### src/rtl/supv_pkg.sv
package supv_pkg;
  localparam int unsigned TMO_UNITS_MAX = 33600;
  localparam int TMO_CNT_W = $clog2(TMO_UNITS_MAX + 1);

  typedef logic [2:0] tmo_code_t;

  // Timeout length in prescaler ticks; unused codes give the longest.
  function automatic logic [TMO_CNT_W-1:0] tmo_units(input tmo_code_t code);
    logic [TMO_CNT_W-1:0] n;
    case (code)
      3'd1:    n = TMO_CNT_W'(33);
      3'd2:    n = TMO_CNT_W'(264);
      3'd3:    n = TMO_CNT_W'(4200);
      3'd5:    n = TMO_CNT_W'(8400);
      3'd6:    n = TMO_CNT_W'(16800);
      default: n = TMO_CNT_W'(TMO_UNITS_MAX);
    endcase
    return n;
  endfunction
endpackage

### src/rtl/supv_sync.sv
module supv_sync #(
  parameter int W = 1,
  parameter logic [W-1:0] RST_VAL = '0
) (
  input  logic         clk,
  input  logic         rst_n,
  input  logic [W-1:0] d_i,
  output logic [W-1:0] q_o
);
  logic [W-1:0] meta_q;

  always_ff @(posedge clk or negedge rst_n) begin
    if (!rst_n) begin
      meta_q <= RST_VAL;
      q_o    <= RST_VAL;
    end else begin
      meta_q <= d_i;
      q_o    <= meta_q;
    end
  end
endmodule

### src/rtl/supv_tick_gen.sv
module supv_tick_gen #(
  parameter int PRESCALE = 12500
) (
  input  logic clk,
  input  logic rst_n,
  output logic tick_o
);
  localparam int PW = $clog2(PRESCALE + 1);

  generate
    if (PRESCALE <= 1) begin : g_every
      assign tick_o = 1'b1;
    end else begin : g_div
      logic [PW-1:0] pcnt_q;
      assign tick_o = (pcnt_q == PW'(PRESCALE - 1));
      always_ff @(posedge clk or negedge rst_n) begin
        if (!rst_n)      pcnt_q <= '0;
        else if (tick_o) pcnt_q <= '0;
        else             pcnt_q <= pcnt_q + PW'(1);
      end

      tick_gap_chk: assert property (@(posedge clk) disable iff (!rst_n)
        tick_o |=> !tick_o);
    end
  endgenerate
endmodule

### src/rtl/supv_mr_filter.sv
module supv_mr_filter #(
  parameter int FILT = 250
) (
  input  logic clk,
  input  logic rst_n,
  input  logic mr_low_i,
  output logic mr_act_o
);
  localparam int FW = $clog2(FILT + 1);

  logic [FW-1:0] low_cnt_q;
  logic          qualify_w;

  assign qualify_w = mr_low_i && (low_cnt_q == FW'(FILT - 1));

  always_ff @(posedge clk or negedge rst_n) begin
    if (!rst_n) begin
      low_cnt_q <= '0;
      mr_act_o  <= 1'b0;
    end else if (!mr_low_i) begin
      low_cnt_q <= '0;
      mr_act_o  <= 1'b0;
    end else if (qualify_w) begin
      mr_act_o  <= 1'b1;
    end else begin
      low_cnt_q <= low_cnt_q + FW'(1);
    end
  end


  mr_qual_chk: assert property (@(posedge clk) disable iff (!rst_n)
    $rose(mr_act_o) |-> $past(mr_low_i));

  mr_drop_chk: assert property (@(posedge clk) disable iff (!rst_n)
    !mr_low_i |=> !mr_act_o);
endmodule

### src/rtl/supv_timeout.sv
module supv_timeout #(
  parameter int CNT_W = 16
) (
  input  logic             clk,
  input  logic             rst_n,
  input  logic             fault_i,
  input  logic             tick_i,
  input  logic [CNT_W-1:0] limit_i,
  output logic             asserted_o,
  output logic             event_o
);
  logic [CNT_W-1:0] cnt_q;
  logic             last_tick_w;
  logic             release_w;

  assign last_tick_w = tick_i && (cnt_q == limit_i - CNT_W'(1));
  assign release_w   = asserted_o && !fault_i && last_tick_w;

  always_ff @(posedge clk or negedge rst_n) begin
    if (!rst_n) begin
      asserted_o <= 1'b1;
      cnt_q      <= '0;
      event_o    <= 1'b0;
    end else begin
      event_o <= fault_i && !asserted_o;
      if (fault_i) begin
        asserted_o <= 1'b1;
        cnt_q      <= '0;
      end else if (release_w) begin
        asserted_o <= 1'b0;
        cnt_q      <= '0;
      end else if (asserted_o && tick_i) begin
        cnt_q <= cnt_q + CNT_W'(1);
      end
    end
  end


  fault_hold_chk: assert property (@(posedge clk) disable iff (!rst_n)
    fault_i |=> asserted_o);

  release_clear_chk: assert property (@(posedge clk) disable iff (!rst_n)
    $fell(asserted_o) |-> !$past(fault_i));

  cnt_bound_chk: assert property (@(posedge clk) disable iff (!rst_n)
    cnt_q < limit_i);

  event_edge_chk: assert property (@(posedge clk) disable iff (!rst_n)
    event_o |-> (asserted_o && !$past(asserted_o)));

  event_single_chk: assert property (@(posedge clk) disable iff (!rst_n)
    event_o |=> !event_o);
endmodule

### src/rtl/supply_reset_seq.sv
module supply_reset_seq #(
  parameter int NUM_FLAGS      = 3,
  parameter int PRESCALE       = 12500,
  parameter int MR_FILT_CYCLES = 250
) (
  input  logic                 clk,
  input  logic                 rst_n,
  input  logic [NUM_FLAGS-1:0] uv_flag_i,
  input  logic                 mr_n_i,
  input  logic [2:0]           tmo_sel_i,
  output logic                 sys_rst_n_o,
  output logic                 rst_event_o
);
  localparam int CNT_W = supv_pkg::TMO_CNT_W;

  logic [NUM_FLAGS-1:0] flag_s;
  logic                 mr_n_s;
  logic                 mr_act;
  logic                 tick;
  logic                 fault;
  logic                 asserted;
  logic [CNT_W-1:0]     limit;

  supv_sync #(.W(NUM_FLAGS), .RST_VAL('0)) u_flag_sync (
    .clk(clk), .rst_n(rst_n), .d_i(uv_flag_i), .q_o(flag_s));

  supv_sync #(.W(1), .RST_VAL(1'b1)) u_mr_sync (
    .clk(clk), .rst_n(rst_n), .d_i(mr_n_i), .q_o(mr_n_s));

  supv_mr_filter #(.FILT(MR_FILT_CYCLES)) u_mr_filt (
    .clk(clk), .rst_n(rst_n), .mr_low_i(!mr_n_s), .mr_act_o(mr_act));

  supv_tick_gen #(.PRESCALE(PRESCALE)) u_tick (
    .clk(clk), .rst_n(rst_n), .tick_o(tick));

  assign fault = (|flag_s) || mr_act;
  assign limit = supv_pkg::tmo_units(tmo_sel_i);

  supv_timeout #(.CNT_W(CNT_W)) u_tmo (
    .clk(clk), .rst_n(rst_n), .fault_i(fault), .tick_i(tick),
    .limit_i(limit), .asserted_o(asserted), .event_o(rst_event_o));

  assign sys_rst_n_o = !asserted;


  always @(posedge clk) begin
    if (!rst_n) por_low_chk: assert (!sys_rst_n_o);
  end
endmodule

### config.mk
export PLATFORM = sky130hd
export DESIGN_NAME = supply_reset_seq
export DESIGN_NICKNAME = d
export VERILOG_FILES = /design/src/rtl/supv_pkg.sv /design/src/rtl/supv_sync.sv /design/src/rtl/supv_tick_gen.sv /design/src/rtl/supv_mr_filter.sv /design/src/rtl/supv_timeout.sv /design/src/rtl/supply_reset_seq.sv
export SDC_FILE = /design/constraint.sdc
export NUM_CORES = 1
export LEC_CHECK = 0
export ABC_AREA = 0
export BUFFER_PORTS_ARGS = -buffer_cell sky130_fd_sc_hd__buf_4
export CAP_MARGIN = 20
export CORE_ASPECT_RATIO = 1.4
export CORE_UTILIZATION = 25
export DETAILED_ROUTE_END_ITERATION = 10
export SKIP_CTS_REPAIR_TIMING = 1
export SYNTH_ARGS = -nofsm -noshare
export SYNTH_HDL_FRONTEND = slang
export SYNTH_SLANG_ARGS = --single-unit
### constraint.sdc
create_clock -name clk -period 6 [get_ports clk]
set_clock_uncertainty 0.15 [all_clocks]
set_input_delay 0.6 -clock clk [delete_from_list [all_inputs] [get_ports clk]]
set_output_delay 0.6 -clock clk [all_outputs]
set_load 0.01 [all_outputs]
After elaboration in Yosys (flattened, before gate mapping)
Cells that the tools add are included.
{"block": "totals", "ff_bits": 49, "in_bits": 9}
{"block": "classes", "addsub": 4, "n_eq_ne": 9, "muxes": 11, "reduce_logical": 14}
{"op": "$pmux 16 s5", "n": 1}
{"op": "$mux 16", "n": 3}
{"op": "$add 16x1->16 const B", "n": 1}
{"op": "$eq 16x16->1", "n": 1}
{"op": "$mux 8", "n": 2}
{"op": "$sub 16x1->16 const B", "n": 1}
{"op": "$add 14x1->14 const B", "n": 1}
{"op": "$eq 14x14->1 const B", "n": 1}
{"op": "$mux 14", "n": 1}
{"op": "$add 8x1->8 const B", "n": 1}
{"op": "$eq 8x8->1 const B", "n": 1}
{"op": "$eq 3x2->1 const B", "n": 2}
{"op": "$eq 3x3->1 const B", "n": 2}
{"op": "$logic_and 1x1->1", "n": 6}
{"op": "$mux 1", "n": 4}
{"op": "$reduce_bool 2->1", "n": 2}
{"op": "$eq 3x1->1 const B", "n": 1}
{"op": "$logic_not 1->1", "n": 3}
{"op": "$reduce_bool 3->1", "n": 1}
{"op": "$reduce_or 3->1", "n": 1}
{"op": "$ne 2x2->1 const B", "n": 1}
{"op": "$logic_or 1x1->1", "n": 1}

Logic depth before layout (Yosys ltp)
Gate-level depths: netlist (run 1).
{"block": "depth", "word_depth": 8, "ltp_mapped": 11}

Hierarchy
From an unflattened synthesis (run 1), not the netlist that was laid out.
{"block": "hier_totals", "cells_unflattened": 305, "hier_area_um2": 2921.6}
{"mod": "supv_timeout", "instances": 1, "cells_each": 175, "area_each_um2": 1482.7, "seq_area_each_um2": 451.7}
{"mod": "supv_tick_gen", "instances": 1, "cells_each": 61, "area_each_um2": 674.4, "seq_area_each_um2": 350.3}
{"mod": "supv_mr_filter", "instances": 1, "cells_each": 43, "area_each_um2": 451.7, "seq_area_each_um2": 225.2}
{"mod": "supv_sync at u_flag_sync", "instances": 1, "cells_each": 6, "area_each_um2": 150.1, "seq_area_each_um2": 150.1}
{"mod": "supply_reset_seq", "instances": 1, "cells_each": 18, "area_each_um2": 110.1, "seq_area_each_um2": 0.0}
{"mod": "supv_sync at u_mr_sync", "instances": 1, "cells_each": 2, "area_each_um2": 52.6, "seq_area_each_um2": 52.6}

Least setup slack after synthesis (run 1)
No wires, ideal clock.
{"block": "synth_timing", "kind": "in2reg", "start": "input port tmo_sel_i[0]", "end": "register u_tmo.cnt_q[10]", "setup_time_ns": 0.121, "arrival_ns": 2.972, "required_ns": 5.729, "slack_ns": 2.757, "path_stages": 10, "path_buffers": 2, "path_cell_list": "buf_2 -> or3b_2 -> ha_1 -> xnor2_1 -> or3_1 -> a2111oi_0 -> nand4_1 -> o21ai_2 -> buf_2 -> nor2_1"}
{"block": "synth_via", "elab_chain_cells": 8, "word_cells_on_any_way": 13}
{"item": "start: declaration", "line": "supply_reset_seq.sv:10", "source": "input logic [2:0] tmo_sel_i,"}
{"item": "$eq 3x3->1, or another cell as far along", "line": "supv_pkg.sv:10", "source": "case (code)"}
{"item": "$pmux 16 s5 (*)", "line": "supv_pkg.sv:10"}
{"item": "$sub 16x1->16 (*)", "line": "supv_timeout.sv:16", "source": "assign last_tick_w = tick_i && (cnt_q == limit_i - CNT_W'(1));"}
{"item": "$eq 16x16->1 (*)", "line": "supv_timeout.sv:16"}
{"item": "$logic_and 1x1->1 (*)", "line": "supv_timeout.sv:16"}
{"item": "$logic_and 1x1->1 (*)", "line": "supv_timeout.sv:17", "source": "assign release_w = asserted_o && !fault_i && last_tick_w;"}
{"item": "$mux 16", "line": "supv_timeout.sv:29", "source": "end else if (release_w) begin"}
{"item": "$mux 16", "line": "supv_timeout.sv:26", "source": "if (fault_i) begin"}
{"item": "end signal: assignment", "line": "supv_timeout.sv:33", "source": "cnt_q <= cnt_q + CNT_W'(1);"}
{"item": "end: declaration", "line": "supv_timeout.sv:12", "source": "logic [CNT_W-1:0] cnt_q;"}
Every way passes the cells marked *; elsewhere a longest branch is shown, timed or not.
A chain may end at the register's enable or synchronous reset.

Final worst setup path (run 1)
{"block": "layout_timing", "start": "input port tmo_sel_i[0]", "end": "register u_tmo.cnt_q[11]"}
The elaborated chain is that of the path after synthesis.

==> results of run 1 <==
-- kinds of logic after synthesis --
| family | Yosys count | synth area share |
|---|---|---|
| buf+inv | 17 | 0.03147 |
| xor+xnor | 35 | 0.1186 |
| mux | 1 | 0.003874 |
| simple gates | 120 | 0.2625 |
| fa+ha+maj | 5 | 0.02421 |
| compound gates | 34 | 0.08329 |
| flops | 49 | 0.4760 |
-- registers in the layout (all words and copies together), names as in the netlist --
signal	count
u_tmo.asserted_o	1
u_flag_sync.q_o	3
u_tmo.cnt_q	16
u_tick.g_div.pcnt_q	14
u_mr_filt.low_cnt_q	8
u_tmo.event_o	1
u_flag_sync.meta_q	3
u_mr_filt.mr_act_o	1
u_mr_sync.meta_q	1
u_mr_sync.q_o	1
-- cell usage in the layout (no fill, tap or decap), drive strengths merged, types with 7 or more instances in the layout --
cell and n:
nor3 7, o21ai 7, clkbuf 7, dfrtp 46, nand3 14, nand2 17
nor2 37, xnor2 22, a21oi 13, xor2 13, buf 10
-- worst min path at each step --
stage,start,end,slack (ps),cells past startpoint
finish,rst_n,u_tick.g_div.pcnt_q[2],170,1
global route,u_mr_sync.meta_q,u_mr_sync.q_o,210,0
CTS,rst_n,u_tick.g_div.pcnt_q[3],200,1
detailed placement,u_flag_sync.meta_q[2],u_flag_sync.q_o[2],190,0
global placement,u_flag_sync.meta_q[2],u_flag_sync.q_o[2],190,0
floorplan,rst_n,u_flag_sync.meta_q[0],150,0
-- power groups by stage --
| stage | registers, mW | clock network [mW] | logic [mW] |
|---|---|---|---|
| final | 0.339 | 0.288 | 0.0340 |
| after global routing | 0.339 | 0.312 | 0.0397 |
| after CTS | 0.339 | 0.297 | 0.0348 |
| after detailed placement | 0.345 | 0 | 0.0347 |
| after global placement | 0.345 | 0 | 0.0332 |
| after floorplan | 0.344 | 0 | 0.0222 |
-- area by class of cell --
| type | instances | share of cell area |
|---|---|---|
| clock buffers | 7 | 0.05223 |
| clock inverters | 1 | 0.001712 |
| inverters | 5 | 0.006421 |
| multi-input cells | 195 | 0.4354 |
| flip-flops and latches | 49 | 0.4208 |
| well taps | 135 | 0.05779 |
| repair buffers | 10 | 0.02568 |
-- layer usage --
| metal | track usage | vias up | part of all wire |
|---|---|---|---|
| met5 | 0 | - | 0 |
| met4 | 0.03176 | 0 | 0.011 |
| met3 | 0.02286 | 6 | 0.029 |
| met2 | 0.1778 | 20 | 0.50 |
| met1 | 0.1300 | 926 | 0.46 |
| li1 | - | 924 | - |
-- per-stage QoR --
stage	total power, mW	instance area, µm²	setup slack [ps]	instances	utilization
final	0.6607	2923	2633	402	0.2937
after global placement	0.3781	2765	2443	394	0.2778
after global routing	0.6912	2923	2299	402	0.2937
after CTS	0.6712	2923	2618	402	0.2937
after floorplan	0.3659	2584	2757	261	-
after detailed placement	0.3798	2765	2321	394	0.2778
-- critical path, cell delays in order --
cell and delay, ps:
buf_4 200, or3b_2 500, ha_1 320, xnor2_1 120
or3_1 320, a2111oi_0 380, nand4_1 290, o21ai_2 520
nor2_1 110
==> results.json, run 1 <==
{
  "outcome": "finished, final reports clean",
  "syn_area_mm2": 0.002584,
  "worstMarginPinSlew_ps": 755.2,
  "max_freq_ghz": 0.2970,
  "relSlewSlack": 0.4919,
  "r2r_cells": 6,
  "fillCellCount": 1066,
  "dieArea_mm2": 0.01075,
  "root_buffer": "clkbuf_16",
  "clkSinkCount": 49,
  "grt_pass1_vias": 1962,
  "grt-ovfl-total": 0,
  "synthCells": 261,
  "synth_most_common_cell": "dfrtp_1",
  "syn_area_per_cell_um2": 9.899,
  "switching_power_mw": 0.1360,
  "gp_congestion": 0.7855,
  "min_period_ps": 3367,
  "cp-startpoint": "tmo_sel_i[0]",
  "endpoint_kind": "register",
  "track_usage": 0.1042,
  "ys_ff_latch": 49,
  "numCtsBuffers": 5,
  "ir_worst_vdd_mv": 0.1273,
  "start_util": 0.2596,
  "drive_above_1_share": 0.1049,
  "r2r_end": "u_tmo.cnt_q[12]",
  "p_per_area_mw_per_mm2": 226.1,
  "multi_input_area_mm2": 0.001272,
  "clkTransAtPathRegs_ps": 60,
  "routed_wl_um": 4941,
  "syn2layout_area_growth_pct": 13.12,
  "drv_cap": 0,
  "power_switching_share": 0.2058,
  "power_leakage_nw": 1.163,
  "setup_viol_count_final": 0,
  "antenna_found_initial": 0,
  "p_seq_frac": 0.513,
  "ys.flop_type": "dfrtp_1",
  "crit_required_ps": 6000,
  "drc_errors": 0,
  "grt_first_pass_wirelength_um": 8949,
  "crit_end": "u_tmo.cnt_q[11]",
  "synthArstFlopShare": 1.000,
  "hold_ws_ps": 169.5,
  "combinationalPowerShare": 0.051,
  "final-seq-area_mm2": 0.001230,
  "clk_latency_ps": 280,
  "synth_area_leader_cell": "dfrtp_1",
  "hold_viol": 0,
  "post-route-period-util": 0.5612,
  "yosys_warnings": 0,
  "final-max-slew-violation-count": 0,
  "io_buffer_count": 10,
  "vias": 1876,
  "antenna_left": 0,
  "synth_nets": 275,
  "hold_path.class": "input pin to async pin",
  "dp_hpwl_um": 3525,
  "tritoncts": "done",
  "drtPass1Iterations": 4,
  "r2r_start": "u_tick.g_div.pcnt_q[0]",
  "ys_top_cells_by_count": "dfrtp_1 (46), nor2_1 (37), xnor2_1 (22)",
  "dieWidth_um": 87.92,
  "synth_seq_area_share": 0.4760,
  "cts_max_path_buffers": 2,
  "h-tree-depth": 2,
  "setup.worst_path.class": "input pin to register",
  "final_net_count": 280,
  "synth_top_area_frac": 0.4455,
  "setup_tns_ps": 0,
  "arrival_ps": 3360,
  "num_rows": 43,
  "rsz0062_at_grt": "no",
  "synth_edf_count": 0,
  "startpoint_type": "input pin",
  "clkPwrFrac": 0.436,
  "core_area_mm2": 0.009953,
  "num_antenna_cells": 0,
  "synth_cell_types": 46,
  "chipHeight_um": 122.3,
  "power.internal_mw": 0.5247,
  "ios": 11,
  "crit_fanout": 18,
  "r2r_slack_ps": 2920,
  "routed_via_density": 4.667,
  "ys_top_cells_by_area": "dfrtp_1 (45%), xnor2_1 (7.5%), nor2_1 (5.4%)",
  "grt_max_degree": 50,
  "wl_per_cell_um": 12.29,
  "drtIter0Drc": 56
}
(Power assumes the default switching activity.)
==> inputs of run 2 (changes only) <==
--- a/config.mk
+++ b/config.mk
@@ -5,7 +5,7 @@
 export SDC_FILE = /design/constraint.sdc
 export NUM_CORES = 1
 export LEC_CHECK = 0
-export ABC_AREA = 0
+export ABC_AREA = 1
 export BUFFER_PORTS_ARGS = -buffer_cell sky130_fd_sc_hd__buf_4
 export CAP_MARGIN = 20
 export CORE_ASPECT_RATIO = 1.4
==> constraint.sdc (replaced) <==
create_clock -name clk -period 3.25 [get_ports clk]
set_clock_uncertainty 0.15 [all_clocks]
set_input_delay 0.325 -clock clk [delete_from_list [all_inputs] [get_ports clk]]
set_output_delay 0.325 -clock clk [all_outputs]
set_load 0.01 [all_outputs]
==> run 2 against run 1 <==
  * Area after synthesis grew 5.5%
  * Sequential share of layout area down 3.0 points
  * Worst hold slack improved by 28 ps
  * Sequential power is 85% higher
  * Non-clock buffer count is 6 higher
  * Critical endpoint is now u_tmo.cnt_q[4]
==> results.json, run 2 <==
{
  "outcome": "finished, final reports clean",
  "ys_ff_latch": 49,
  "antenna_left": 0,
  "fillCellCount": 1122,
  "clk_latency_ps": 280,
  "min_period_ps": 2200,
  "num_antenna_cells": 0,
  "post-route-period-util": 0.6770,
  "cp.buffers_inverters": 1,
  "clkTransAtPathRegs_ps": 60,
  "chipHeight_um": 125.5,
  "synth_top_area_frac": 0.4224,
  "syn_area_per_cell_um2": 7.385,
  "ys_top_cells_by_count": "nand2_1 (99), nor2_1 (59), inv_1 (48)",
  "ir_worst_vdd_mv": 0.2423,
  "multi_input_area_mm2": 0.001289,
  "drtIter0Drc": 63,
  "root_buffer": "clkbuf_16",
  "gp_congestion": 0.8542,
  "routed_wl_um": 5586,
  "final-max-slew-violation-count": 0,
  "grt_max_degree": 50,
  "setup.worst_path.class": "register to register",
  "largest_reg_flops": 16,
  "critPathTopFamily": "simple AND/OR/NAND/NOR gates",
  "num_rows": 44,
  "place_area_mm2": 0.002954,
  "synthCells": 369,
  "synth_edf_count": 0,
  "finish.instance_area_mm2": 0.003148,
  "cp_slowest_cell": "nand2_1",
  "endpoint_kind": "register",
  "synth_nets": 383,
  "ios": 11,
  "synth_most_common_cell": "nand2_1",
  "synth_area_leader_cell": "dfrtp_1",
  "layout_common_cells": "nand2_1 (99), nor2_1 (59), inv_1 (48)",
  "io_buffer_count": 10,
  "min_to": "u_flag_sync.q_o[1]",
  "final-seq-area_mm2": 0.001230,
  "worstMarginPinSlew_ps": 623.4,
  "ys_top_cells_by_area": "dfrtp_1 (42%), nand2_1 (14%), nor2_1 (8.1%)",
  "start_util": 0.2592,
  "drc_errors": 0,
  "wl_per_cell_um": 10.60,
  "relSlewSlack": 0.5834,
  "grt-ovfl-total": 0,
  "grt_first_pass_wirelength_um": 10070,
  "crit_required_ps": 3310,
  "hold_viol": 0,
  "reg_top3": "u_tmo.cnt_q (16), u_tick.g_div.pcnt_q (14), u_mr_filt.low_cnt_q (8)",
  "antenna_found_initial": 0,
  "synth_cell_types": 27,
  "dp_hpwl_um": 4246,
  "routed_via_density": 4.533,
  "synthArstFlopShare": 1.000,
  "power_leakage_nw": 1.502,
  "clkSinkCount": 49,
  "ys.flop_type": "dfrtp_1",
  "track_usage": 0.1078,
  "tritoncts": "done",
  "h-tree-depth": 2,
  "final_net_count": 402,
  "cpPeakStageDelay_ps": 490,
  "drv_cap": 0,
  "top_register": "u_tmo.cnt_q",
  "max_freq_ghz": 0.4545,
  "r2r_slack_ps": 1050,
  "r2r_end": "u_tmo.cnt_q[4]",
  "crit_chain": "ha_1 -> nand3_1 -> nor2_1 -> nand3_1 -> nand2_1 -> inv_1 -> o21ai_0 -> nand2_1 -> nor2_1",
  "rsz0062_at_grt": "no",
  "hold_start": "u_flag_sync.meta_q[1]",
  "p_per_area_mw_per_mm2": 379.3,
  "final_common_cell": "nand2_1",
  "startpoint_type": "register",
  "r2r_cells": 9,
  "vias": 2389,
  "setup_tns_ps": 0,
  "crit_fanout": 22,
  "core_area_mm2": 0.01052,
  "drtPass1Iterations": 4,
  "power.total_mw": 1.194,
  "cts_max_path_buffers": 2,
  "syn_area_mm2": 0.002725,
  "syn2layout_area_growth_pct": 15.52,
  "r2r_start": "u_tick.g_div.pcnt_q[0]",
  "dieWidth_um": 90.24,
  "dieArea_mm2": 0.01133,
  "arrival_ps": 2260,
  "setup_viol_count_final": 0,
  "synth_seq_area_share": 0.4513,
  "grt_pass1_vias": 2376,
  "yosys_warnings": 0,
  "hold_ws_ps": 197.5,
  "hold_path.class": "register to register",
  "numCtsBuffers": 5,
  "whs_path_depth": 0,
  "drive_above_1_share": 0.07712
}
-- run 2: cell types whose count changed after synthesis, sizes merged, moves of 5 or more --
| cell | previous run | this run |
|---|---|---|
| nand2 | 17 | 101 |
| inv | 5 | 48 |
| nand3 | 14 | 39 |
| nor2 | 37 | 62 |
| xnor2 | 22 | 0 |
| nand4 | 4 | 15 |
| a21oi | 13 | 6 |
| and3 | 6 | 0 |
| nor2b | 5 | 0 |
| xor2 | 13 | 8 |
-- run 2: power by group --
part / internal [mW] / switching, mW / total (mW)
Clock: 0.285 / 0.215 / 0.500
Combinational: 0.0252 / 0.0436 / 0.0688
Sequential: 0.619 / 0.00653 / 0.626
Total: 0.929 / 0.265 / 1.19
-- run 2: logic make-up after synthesis --
group                    Yosys count  synth area share
adder cells (fa/ha/maj)            5           0.02296
AND/OR/NAND/NOR                  232            0.3742
flip-flops                        49            0.4513
XOR/XNOR                           8           0.02571
AO/OA/AOI/OAI                     23           0.05005
buffers and inverters             52           0.07575
-- run 2: cell type report --
type	instances	share of cell area
Sequential cell	49	0.3907
Multi-Input combinational cell	268	0.4094
Clock buffer	6	0.04094
Timing Repair Buffer	16	0.04213
Tap cell	138	0.05485
Inverter	48	0.05723
Clock inverter	2	0.004769
-- run 2: per-stage QoR --
stage / utilization / cells / worst slack (ps)
2_1_floorplan: - / 369 / 1326
3_3_place_gp: 0.2809 / 514 / 998.7
3_5_place_dp: 0.2809 / 514 / 944.9
4_1_cts: 0.2946 / 522 / 1043
5_1_grt: 0.2994 / 527 / 784.9
6_report: 0.2994 / 527 / 1050
-- run 2: worst max-delay path by stage --
stage,cells past startpoint,start,endpoint
finish,9,u_tick.g_div.pcnt_q[0],u_tmo.cnt_q[4]
detailed placement,14,tmo_sel_i[2],u_tmo.cnt_q[4]
global route,9,u_tick.g_div.pcnt_q[0],u_tmo.cnt_q[4]
CTS,9,u_tick.g_div.pcnt_q[0],u_tmo.cnt_q[4]
global placement,14,tmo_sel_i[2],u_tmo.cnt_q[4]
floorplan,15,tmo_sel_i[0],u_tmo.cnt_q[5]
-- run 2: per-layer routing --
| layer | up-vias | GRT usage | wire, µm |
|---|---|---|---|
| li1 | 1220 | - | - |
| met1 | 1114 | 0.1175 | 2367 |
| met2 | 40 | 0.1931 | 2818 |
| met3 | 15 | 0.02433 | 233 |
| met4 | 0 | 0.05693 | 166 |
| met5 | - | 0 | 0 |
-- run 2: worst reg2reg max path, cell delays in order (launching register included) --
cell and delay, ps:
dfrtp_1 370, ha_1 270, nand3_1 110, nor2_1 100
nand3_1 120, nand2_1 490, inv_1 200, o21ai_0 180
nand2_1 60, nor2_1 80
